## src/rtl/rrip_pkg.sv

```systemverilog
package rrip_pkg;
  typedef enum logic [1:0] {
    OP_HIT   = 2'd0,
    OP_FILL  = 2'd1,
    OP_QUERY = 2'd2,
    OP_NONE  = 2'd3
  } rrip_op_e;

  typedef enum logic {
    ST_IDLE = 1'b0,
    ST_AGE  = 1'b1
  } rrip_state_e;
endpackage

```

## src/rtl/rrip_first_one.sv

```systemverilog
module rrip_first_one #(
  parameter int N  = 4,
  parameter int IW = 2
) (
  input  logic [N-1:0]  vec,
  output logic          found,
  output logic [IW-1:0] idx
);
  always_comb begin
    found = 1'b0;
    idx   = '0;
    for (int i = N - 1; i >= 0; i--) begin
      if (vec[i]) begin
        found = 1'b1;
        idx   = IW'(i);
      end
    end
  end
endmodule

```

## src/rtl/rrip_lfsr.sv

```systemverilog
module rrip_lfsr #(
  parameter int               W    = 8,
  parameter logic [W-1:0]     TAPS = 8'hB8,
  parameter logic [W-1:0]     SEED = 8'h01
) (
  input  logic         clk,
  input  logic         rst,
  input  logic         step,
  output logic [W-1:0] state
);
  logic [W-1:0] q;

  always_ff @(posedge clk) begin
    if (rst)       q <= SEED;
    else if (step) q <= {1'b0, q[W-1:1]} ^ (q[0] ? TAPS : '0);
  end

  assign state = q;

  // a Galois LFSR seeded non-zero never reaches the all-zero lock state
  p_lfsr_nonzero_r4: assert property (@(posedge clk) disable iff (rst) q != '0);
endmodule

```

## src/rtl/rrip_set_ctrl.sv

```systemverilog
module rrip_set_ctrl
  import rrip_pkg::*;
#(
  parameter int                WAYS      = 4,
  parameter int                RRPV_W    = 2,
  parameter int                LFSR_W    = 8,
  parameter logic [LFSR_W-1:0] LFSR_TAPS = 8'hB8,
  parameter logic [LFSR_W-1:0] LFSR_SEED = 8'h01,
  parameter int                RARE_BITS = 5,
  localparam int               WAY_W     = (WAYS > 1) ? $clog2(WAYS) : 1
) (
  input  logic             clk,
  input  logic             rst,
  input  logic             req_valid,
  input  logic [1:0]       req_op,
  input  logic [WAY_W-1:0] req_way,
  input  logic             policy_bimodal,
  input  logic [WAYS-1:0]  line_valid,
  output logic             ready,
  output logic             victim_valid,
  output logic [WAY_W-1:0] victim_way
);
  localparam logic [RRPV_W-1:0] PRED_DISTANT = {RRPV_W{1'b1}};
  localparam logic [RRPV_W-1:0] PRED_LONG    = PRED_DISTANT - 1'b1;

  logic [RRPV_W-1:0] pred_q [WAYS];
  rrip_state_e       state_q;
  logic              ready_q;
  logic              vv_q;
  logic [WAY_W-1:0]  vw_q;
  logic              from_invalid_q;

  logic [WAYS-1:0]   distant_vec;
  logic              dist_found, inv_found;
  logic [WAY_W-1:0]  dist_idx, inv_idx;
  logic [LFSR_W-1:0] lfsr_state;
  logic              accept, lfsr_step, rare_hit;
  logic [RRPV_W-1:0] ins_val;

  always_comb begin
    for (int i = 0; i < WAYS; i++) distant_vec[i] = (pred_q[i] == PRED_DISTANT);
  end

  rrip_first_one #(.N(WAYS), .IW(WAY_W)) u_pick_distant (
    .vec(distant_vec), .found(dist_found), .idx(dist_idx));

  rrip_first_one #(.N(WAYS), .IW(WAY_W)) u_pick_invalid (
    .vec(~line_valid), .found(inv_found), .idx(inv_idx));

  assign accept    = req_valid && ready_q;
  assign lfsr_step = accept && (req_op == OP_FILL) && policy_bimodal;

  rrip_lfsr #(.W(LFSR_W), .TAPS(LFSR_TAPS), .SEED(LFSR_SEED)) u_lfsr (
    .clk(clk), .rst(rst), .step(lfsr_step), .state(lfsr_state));

  assign rare_hit = (lfsr_state[RARE_BITS-1:0] == '0);
  assign ins_val  = (policy_bimodal && !rare_hit) ? PRED_DISTANT : PRED_LONG;

  always_ff @(posedge clk) begin
    if (rst) begin
      for (int i = 0; i < WAYS; i++) pred_q[i] <= PRED_DISTANT;
      state_q        <= ST_IDLE;
      ready_q        <= 1'b1;
      vv_q           <= 1'b0;
      vw_q           <= '0;
      from_invalid_q <= 1'b0;
    end else begin
      vv_q <= 1'b0;
      case (state_q)
        ST_IDLE: begin
          if (accept) begin
            case (req_op)
              OP_HIT:  pred_q[req_way] <= '0;
              OP_FILL: pred_q[req_way] <= ins_val;
              OP_QUERY: begin
                if (inv_found) begin
                  vv_q           <= 1'b1;
                  vw_q           <= inv_idx;
                  from_invalid_q <= 1'b1;
                end else if (dist_found) begin
                  vv_q           <= 1'b1;
                  vw_q           <= dist_idx;
                  from_invalid_q <= 1'b0;
                end else begin
                  for (int i = 0; i < WAYS; i++) pred_q[i] <= pred_q[i] + 1'b1;
                  state_q <= ST_AGE;
                  ready_q <= 1'b0;
                end
              end
              default: ;
            endcase
          end
        end
        ST_AGE: begin
          if (dist_found) begin
            vv_q           <= 1'b1;
            vw_q           <= dist_idx;
            from_invalid_q <= 1'b0;
            state_q        <= ST_IDLE;
            ready_q        <= 1'b1;
          end else begin
            for (int i = 0; i < WAYS; i++) pred_q[i] <= pred_q[i] + 1'b1;
          end
        end
        default: state_q <= ST_IDLE;
      endcase
    end
  end

  assign ready        = ready_q;
  assign victim_valid = vv_q;
  assign victim_way   = vw_q;

  // a hit leaves its way at the nearest prediction
  p_hit_zero_r2: assert property (@(posedge clk) disable iff (rst)
    (accept && req_op == OP_HIT) |=> pred_q[$past(req_way)] == '0);

  // a static fill lands one below distant
  p_fill_static_r3: assert property (@(posedge clk) disable iff (rst)
    (accept && req_op == OP_FILL && !policy_bimodal) |=> pred_q[$past(req_way)] == PRED_LONG);

  // a bimodal fill lands at far or distant
  p_fill_bimodal_r4: assert property (@(posedge clk) disable iff (rst)
    (accept && req_op == OP_FILL && policy_bimodal) |=> pred_q[$past(req_way)] >= PRED_LONG);

  // a victim taken from the prediction search is distant
  p_victim_distant_r6: assert property (@(posedge clk) disable iff (rst)
    (vv_q && !from_invalid_q) |-> pred_q[vw_q] == PRED_DISTANT);

  // ready is low for the whole aging walk
  p_ready_low_age_r7: assert property (@(posedge clk) disable iff (rst)
    (state_q == ST_AGE) |-> !ready_q);

  // each aging cycle without a distant way advances the predictions by one
  p_age_step_r7: assert property (@(posedge clk) disable iff (rst)
    (state_q == ST_AGE && !dist_found) |=> pred_q[0] == RRPV_W'($past(pred_q[0]) + 1'b1));

  // nothing but aging touches the predictions while busy
  p_busy_no_hit_r8: assert property (@(posedge clk) disable iff (rst)
    (state_q == ST_AGE && dist_found) |=> $stable(pred_q[0]));
endmodule

```

## config.mk

```make
export PLATFORM = sky130hd
export DESIGN_NAME = rrip_set_ctrl
export DESIGN_NICKNAME = d
export VERILOG_FILES = /design/src/rtl/rrip_pkg.sv /design/src/rtl/rrip_first_one.sv /design/src/rtl/rrip_lfsr.sv /design/src/rtl/rrip_set_ctrl.sv
export SDC_FILE = /design/constraint.sdc
export NUM_CORES = 1
export LEC_CHECK = 0
export BUFFER_PORTS_ARGS = -buffer_cell sky130_fd_sc_hd__buf_4
export CAP_MARGIN = 20
export CORE_ASPECT_RATIO = 1.5
export CORE_UTILIZATION = 25
export DETAILED_ROUTE_END_ITERATION = 16
export RECOVER_POWER = 25
export SYNTH_ARGS = -nofsm -noshare
export SYNTH_HDL_FRONTEND = slang
export SYNTH_SLANG_ARGS = --single-unit
```

## constraint.sdc

```tcl
create_clock -name clk -period 2.1 [get_ports clk]
set_clock_uncertainty 0.15 [all_clocks]
set_input_delay 0.315 -clock clk [delete_from_list [all_inputs] [get_ports clk]]
set_output_delay 0.315 -clock clk [all_outputs]
set_load 0.03 [all_outputs]
```

==> impl_results.md, run 1 <==
* Async SR Flop Fraction at 0%
* Final Net Count at around 160
* DP Area at 1360 µm²
* Final antenna-violating net count at 0
* Vias in the first global route at 918
* CTS Sinks at 21
* Ys flop type: dfxtp_1
* Post-synth EDFFs at 8
* Post-Route Utilization at about a third
* Synthesized area at 1150 µm²
* CP Cell Sequence: ha_2 > or4_4 > nor2_8 > nand2_4 > inv_4 > o2bb2a_4
* Area leader, netlist: dfxtp_1
* DRC Markers at 0
* Die Y at roughly 85 µm
* Worst setup margin at 0.00836 ns
* Synth Area in Adders at 4.33%
* Boundary Pins at 16
* Non-filler cells, final at 190
* # rows at 29
* Setup TNS at 0 ns
* Antenna fix cells at 0
* PD cells at ~560 nW/µm²
* RSZ-0062 raised after global routing: true
* Die width at 57.5 µm
* Vias post-DR at 952
* Synth Instances at about 120
* Final Hold Viols at 0
* Fin area at between 1000 and 1500 µm²
* Period utilization at 99.6%
* DRT Pass-1 Iters at 4
* Req. time, crit path at between 1.5 and 2 ns
* Vias per inst at about 5
* Initial antenna violation count at 0
* First-pass GRT wire length at 4220 µm
* Crit path max fanout at 5
* XOR/XNOR Fraction of Synth Area at under 10%
* Achievable Freq at approximately 480 MHz
* WS Path Type: flip-flop to flip-flop
* Rel. slew slack at about two thirds
* Worst setup SP type: flip-flop
* Clock root buffer: clkbuf_8
* CTS buffer count at 3
* Hold Startpoint: rst
* Status: completed
* Hold depth at 2
* Register area share after synthesis at 43.3%
* Crit path time final at between 2 and 2.5 ns
* Critical Path AT at between 1.5 and 2 ns
* Largest net degree at the start of global routing at 18
* Delay of the slowest critical-path stage at 0.58 ns
* Critical Path Source: pred_q[0][0]
* Synth Area in Simple Gates at roughly 23%
* Synth Register Bits at 21
* Yosys warnings at 0
* Clock latency on the worst-skew pair at 0.27 ns
* Critical path endpoint category: flip-flop
* Final setup viols at 0
* Starting Density at about a quarter
* Total GRT Usage at a little over a tenth
* Compound-gate portion of the synthesized area at about 22%
* Largest family of logic cells by synthesized area: simple AND/OR/NAND/NOR gates
* Leak Pwr at 0.514 nW
* Core region area at 4320 µm²
* Avg WL per Cell at roughly 13 µm
* GPL Wtd Cong at between 0.8 and 0.9
* Peak supply drop at ~0.00035 V
* Multiplexer share of the synthesized area at 1.73%
* Net Count, Synth at 134
* Max-cap violations at 0
* Worst slew pin tran at a little under 0.5 ns
* CTS max path bufs at 2
* Max H-tree Level at 1
* CTS tree: built
* Yosys cell types at 41
* Grt ovf at 0
* Slew Viols, Final at 0
* Place WS at -0.0156 ns
* Share of post-route cells with drive strength above 1 at 29.2%
* Fin Hold WS at ~0.23 ns
* Share of the synthesized area in the top cell type at a little under a quarter
* Hold Path Class: input port to flip-flop
* Tot Pwr at ~0.8 mW
* Layout area overhead at 24.7%
* Avg Synthesized Cell Area at between 9 and 10 µm²
* Placed Cells at 182
* CP max-delay cell: or4_4
* Initial DRC Count at 13
* Total wire length at 2500 µm
* Die area at approximately 4900 µm²
* Dpl hpwl at 1890 µm
* CTS clock-pin slew for the worst setup and hold paths at around 0.09 ns
* FF-to-FF Start: pred_q[0][0]
* R2R depth at 6
* Top cells by area, synth: dfxtp_1 23%, edfxtp_1 21%, ha_1 4.3%, nand2_1 3.9%, nor2_1 3.9%
* Input/output buffers at 15
-- worst paths after layout --
kind,endpoint,slack [ns]
worst min register to register,u_lfsr.state[1],0.32
worst max-delay path,pred_q[1][0],0.008
worst min-delay path,u_lfsr.state[6],0.23
worst max register to register,pred_q[1][0],0.008
-- power breakdown --
part / total [mW] / internal [mW] / switching, mW
clock network: 0.282 / 0.134 / 0.148
logic: 0.0876 / 0.0402 / 0.0474
registers: 0.436 / 0.430 / 0.00590
-- cells in the final DEF (no fill, tap or decap), drive strengths merged --
cell / instances
dfxtp: 13
clkbuf: 9
nand4: 1
nor2: 13
o21ai: 5
a22oi: 2
a311oi: 1
buf: 21
nor4: 2
o2bb2a: 1
nor3: 4
o22a: 3
a31oi: 1
mux2i: 2
and2: 1
nor2b: 2
a21o: 1
inv: 5
a32o: 2
or3: 2
edfxtp: 8
a211oi: 4
xnor2: 3
nand2: 13
nand4b: 1
a2bb2oi: 1
clkinvlp: 1
a32oi: 2
or4: 1
and3: 1
o21bai: 1
nand3: 1
a221oi: 1
a21oi: 8
nand3b: 3
ha: 4
-- logic make-up (layout without fill, tap and decap cells) --
family                     Yosys count  after routing
adders and majority gates            4              4
DFF                                 21             21
xor gates and xnor gates             3              3
and+or+nand+nor                     45             45
buffers and inverters               10             36
muxes                                2              2
AOI/OAI and AO/OA                   33             33
-- per-layer routing --
metal	GRT usage [%]	share of wire, %	routed length, µm
met5	0	0	0
met2	18.0	51	1270
met1	13.6	45	1120
met4	5.32	1.6	40
met3	1.98	2.4	61
-- final cells by class --
class,instances,area (µm²)
inverter,5,21.3
sequential,21,500
tap,46,57.6
multi-input combinational,87,628
clock buffer,3,41.3
timing repair buffer,27,184
fill,433,2880
clock inverter,1,7.51
-- sequential cells by signal, indices dropped and copies added (netlist names) --
register      cells
ready             1
u_lfsr.state      8
victim_valid      1
victim_way        2
state_q           1
pred_q            8
-- cell usage after synthesis (2+ instances only) --
cell / n
a22oi_1: 2
a21oi_1: 8
xnor2_1: 3
nor3_1: 3
a32oi_1: 2
buf_2: 3
inv_1: 4
clkbuf_1: 2
a211oi_1: 4
nand2_1: 12
ha_1: 4
edfxtp_1: 8
nor2_1: 12
o21ai_0: 5
nand3b_1: 3
dfxtp_1: 13
nor2b_1: 2
mux2i_1: 2
or3_1: 2
o22a_2: 3
-- worst max-delay path, delay by kind of cell, from the launching register on --
family	cells	cell delay, ns
buffers and inverters	1	0.09
adders and majority gates	1	0.21
AOI/OAI and AO/OA	1	0.15
and+or+nand+nor	3	0.84
DFF	1	0.41
-- timing repair --
item / in CTS / in global routing
hold buffers: 0 / 0
buffers inserted: 1 / 3
setup endpoints to repair: 5 / 7
resized for setup: 0 / 7
pin swaps: 1 / 5
(Power assumes the default switching activity.)
==> run 2: changes to the inputs <==
--- a/config.mk
+++ b/config.mk
@@ -8,6 +8,7 @@
 export BUFFER_PORTS_ARGS = -buffer_cell sky130_fd_sc_hd__buf_4
 export CAP_MARGIN = 20
 export CORE_ASPECT_RATIO = 1.5
+export CORE_MARGIN = 1.5
 export CORE_UTILIZATION = 25
 export DETAILED_ROUTE_END_ITERATION = 16
 export RECOVER_POWER = 25
==> impl_results.md, run 2 (synthesis results as in run 1) <==
* R2R depth at 5 (-1)
* Crit path max fanout at 5 (unchanged)
* Starting Density at 25.9% (-0.89 points)
* Initial DRC Count at 54 (+41)
* Dpl hpwl at 2000 µm (+5.9%)
* Core region area at 4470 µm² (+3.4%)
* Final antenna-violating net count at 0 (unchanged)
* Hold Path Class: input port to flip-flop
* Rel. slew slack at 67.0% (+0.29 points)
* CTS Sinks at 21 (unchanged)
* Vias in the first global route at 974 (+6.1%)
* Final Hold Viols at 0 (unchanged)
* Worst setup margin at 0.0262 ns (+0.0179 ns)
* Slew Viols, Final at 0 (unchanged)
* Critical Path AT at 1.95 ns (-0.03 ns)
* First-pass GRT wire length at 4390 µm (+4.1%)
* Critical path endpoint category: flip-flop
* Peak supply drop at 0.000175 V (-50%)
* Hold Path Sink: u_lfsr.state[7]
* CTS buffer count at 3 (unchanged)
* Tot Pwr at 0.789 mW (-2.1%)
* R2R Path End: pred_q[2][1]
* Final Net Count at 161 (unchanged)
* Combinational power share at 11.2% (+0.3 points)
* Req. time, crit path at 1.97 ns (-0.02 ns)
* GPL Wtd Cong at 0.884 (+4.9%)
* Grt ovf at 0 (unchanged)
* Die area at 5040 µm² (+2.9%)
* Total wire length at 2620 µm (+4.8%)
* Final setup viols at 0 (unchanged)
* RSZ-0062 raised after global routing: true
* Worst slew pin tran at 0.490 ns (-0.00432 ns)
* Net Sw Frac at 23.2% (-1.7 points)
* DRT Pass-1 Iters at 4 (unchanged)
* Clock latency on the worst-skew pair at 0.26 ns (about the same)
* Period utilization at 98.8% (-0.85 points)
* Max H-tree Level at 1 (unchanged)
* Avg WL per Cell at 13.6 µm (+3.7%)
* Die Y at 86.2 µm (+1.2%)
* Vias per inst at 5.17 (+3.1%)
* Worst setup SP type: flip-flop
* CTS tree: built
* Die width at 58.5 µm (+1.7%)
* Fin Hold WS at 0.247 ns (+0.0172 ns)
* WS Path Type: flip-flop to flip-flop
* Place WS at -0.00832 ns (+0.00730 ns)
* Boundary Pins at 16 (unchanged)
* # rows at 30 (+3.4%)
* Fin area at 1440 µm² (-0.17%)
* Vias post-DR at 992 (+4.2%)
* Power share of the clock group at 33.5% (-1.5 points)
* CTS max path bufs at 2 (unchanged)
* Sequential fraction of design power at 55.3% (+1.2 points)
* DRC Markers at 0 (unchanged)
* Input/output buffers at 15 (unchanged)
* FF-to-FF Start: pred_q[2][0]
* Largest net degree at the start of global routing at 18 (unchanged)
* CTS clock-pin slew for the worst setup and hold paths at 0.08 ns (about the same)
* Share of post-route cells with drive strength above 1 at 29.2% (unchanged)
* Antenna fix cells at 0 (unchanged)
* Layout area overhead at 24.5%
* Hold depth at 2 (unchanged)
* Int Power at 0.605 mW (+0.12%)
* Initial antenna violation count at 0 (unchanged)
* Clock root buffer: clkbuf_8
* Status: completed
* Net switching power at 0.183 mW (-8.9%)
* Hold Startpoint: rst
* DP Area at 1370 µm² (+0.18%)
* R2r setup slk at 0.03 ns (+0.02 ns)
* Commonest non-fill, non-tap cell in the layout: buf_4
* Most frequent cells in the layout: 22 x buf_4, 13 x dfxtp_1, 12 x nor2_1, 12 x nand2_1
* Total GRT Usage at 11.2% (+0.22 points)
* Max-cap violations at 0 (unchanged)
* Post-Route Utilization at 32.2% (-1.2 points)
* Leak Pwr at 0.518 nW (+0.65%)
* Crit path time final at 2.07 ns (-0.0179 ns)
* Achievable Freq at 482 MHz (+0.86%)
* PD cells at 549 nW/µm² (-2.0%)
==> run 2: cell count changes in the layout (fill, tap and decap cells not counted), sizes merged <==
cell	delta
clkinv	+1
buf	+1
clkinvlp	-1
inv	-1
==> run 2: metrics by stage <==
stage,std cells,setup TNS [ns]
CTS,190,0
floorplan,118,0
detailed placement,184,-0.00861
finish,192,0
global route,192,-0.123
global placement,184,0
==> run 2: how the worst max path moves through the flow <==
stage | start | to | depth (start not counted)
2_1_floorplan | pred_q[3][0] | pred_q[1][0] | 6
3_3_place_gp | pred_q[0][0] | pred_q[1][0] | 6
3_5_place_dp | pred_q[0][0] | pred_q[1][0] | 6
4_1_cts | pred_q[3][0] | pred_q[2][1] | 5
5_1_grt | pred_q[2][0] | pred_q[2][1] | 5
6_report | pred_q[2][0] | pred_q[2][1] | 5
==> run 2: final cells by class <==
cell class	instances	area, µm²
multi-input cells	87	624
well taps	48	60.1
flip-flops and latches	21	500
repair buffers	27	184
inverters	5	23.8
clock buffers	4	45.0
fillers	455	3030
==> run 2: power groups by stage <==
| stage | Combinational [mW] | Sequential (mW) | Clock, mW |
|---|---|---|---|
| global route | 0.0976 | 0.437 | 0.292 |
| floorplan | 0.0472 | 0.447 | 0 |
| finish | 0.0881 | 0.436 | 0.265 |
| CTS | 0.0889 | 0.436 | 0.274 |
| detailed placement | 0.0879 | 0.446 | 0 |
| global placement | 0.0849 | 0.445 | 0 |
==> run 2: what timing repair did <==
action / in CTS / in global routing
pin swaps: 3 / 2
setup endpoints to repair: 4 / 7
gates resized for setup: 4 / 1
hold buffers: 0 / 0
buffers inserted: 2 / 2
==> run 2: routing by layer <==
metal  vias up  share of wire, %  track usage [%]
met5         -                 0                0
met4         0               2.3             5.92
met3         5               2.9             1.49
met2        22                53             19.3
met1       470                41             13.0
li1        495                 -                -
==> run 2: worst max-delay path: stages, from the launching register on <==
cell      delay, ns
edfxtp_1       0.41
ha_2           0.21
or4_4          0.60
nor2_8         0.14
nand2_4        0.09
o22a_2         0.24
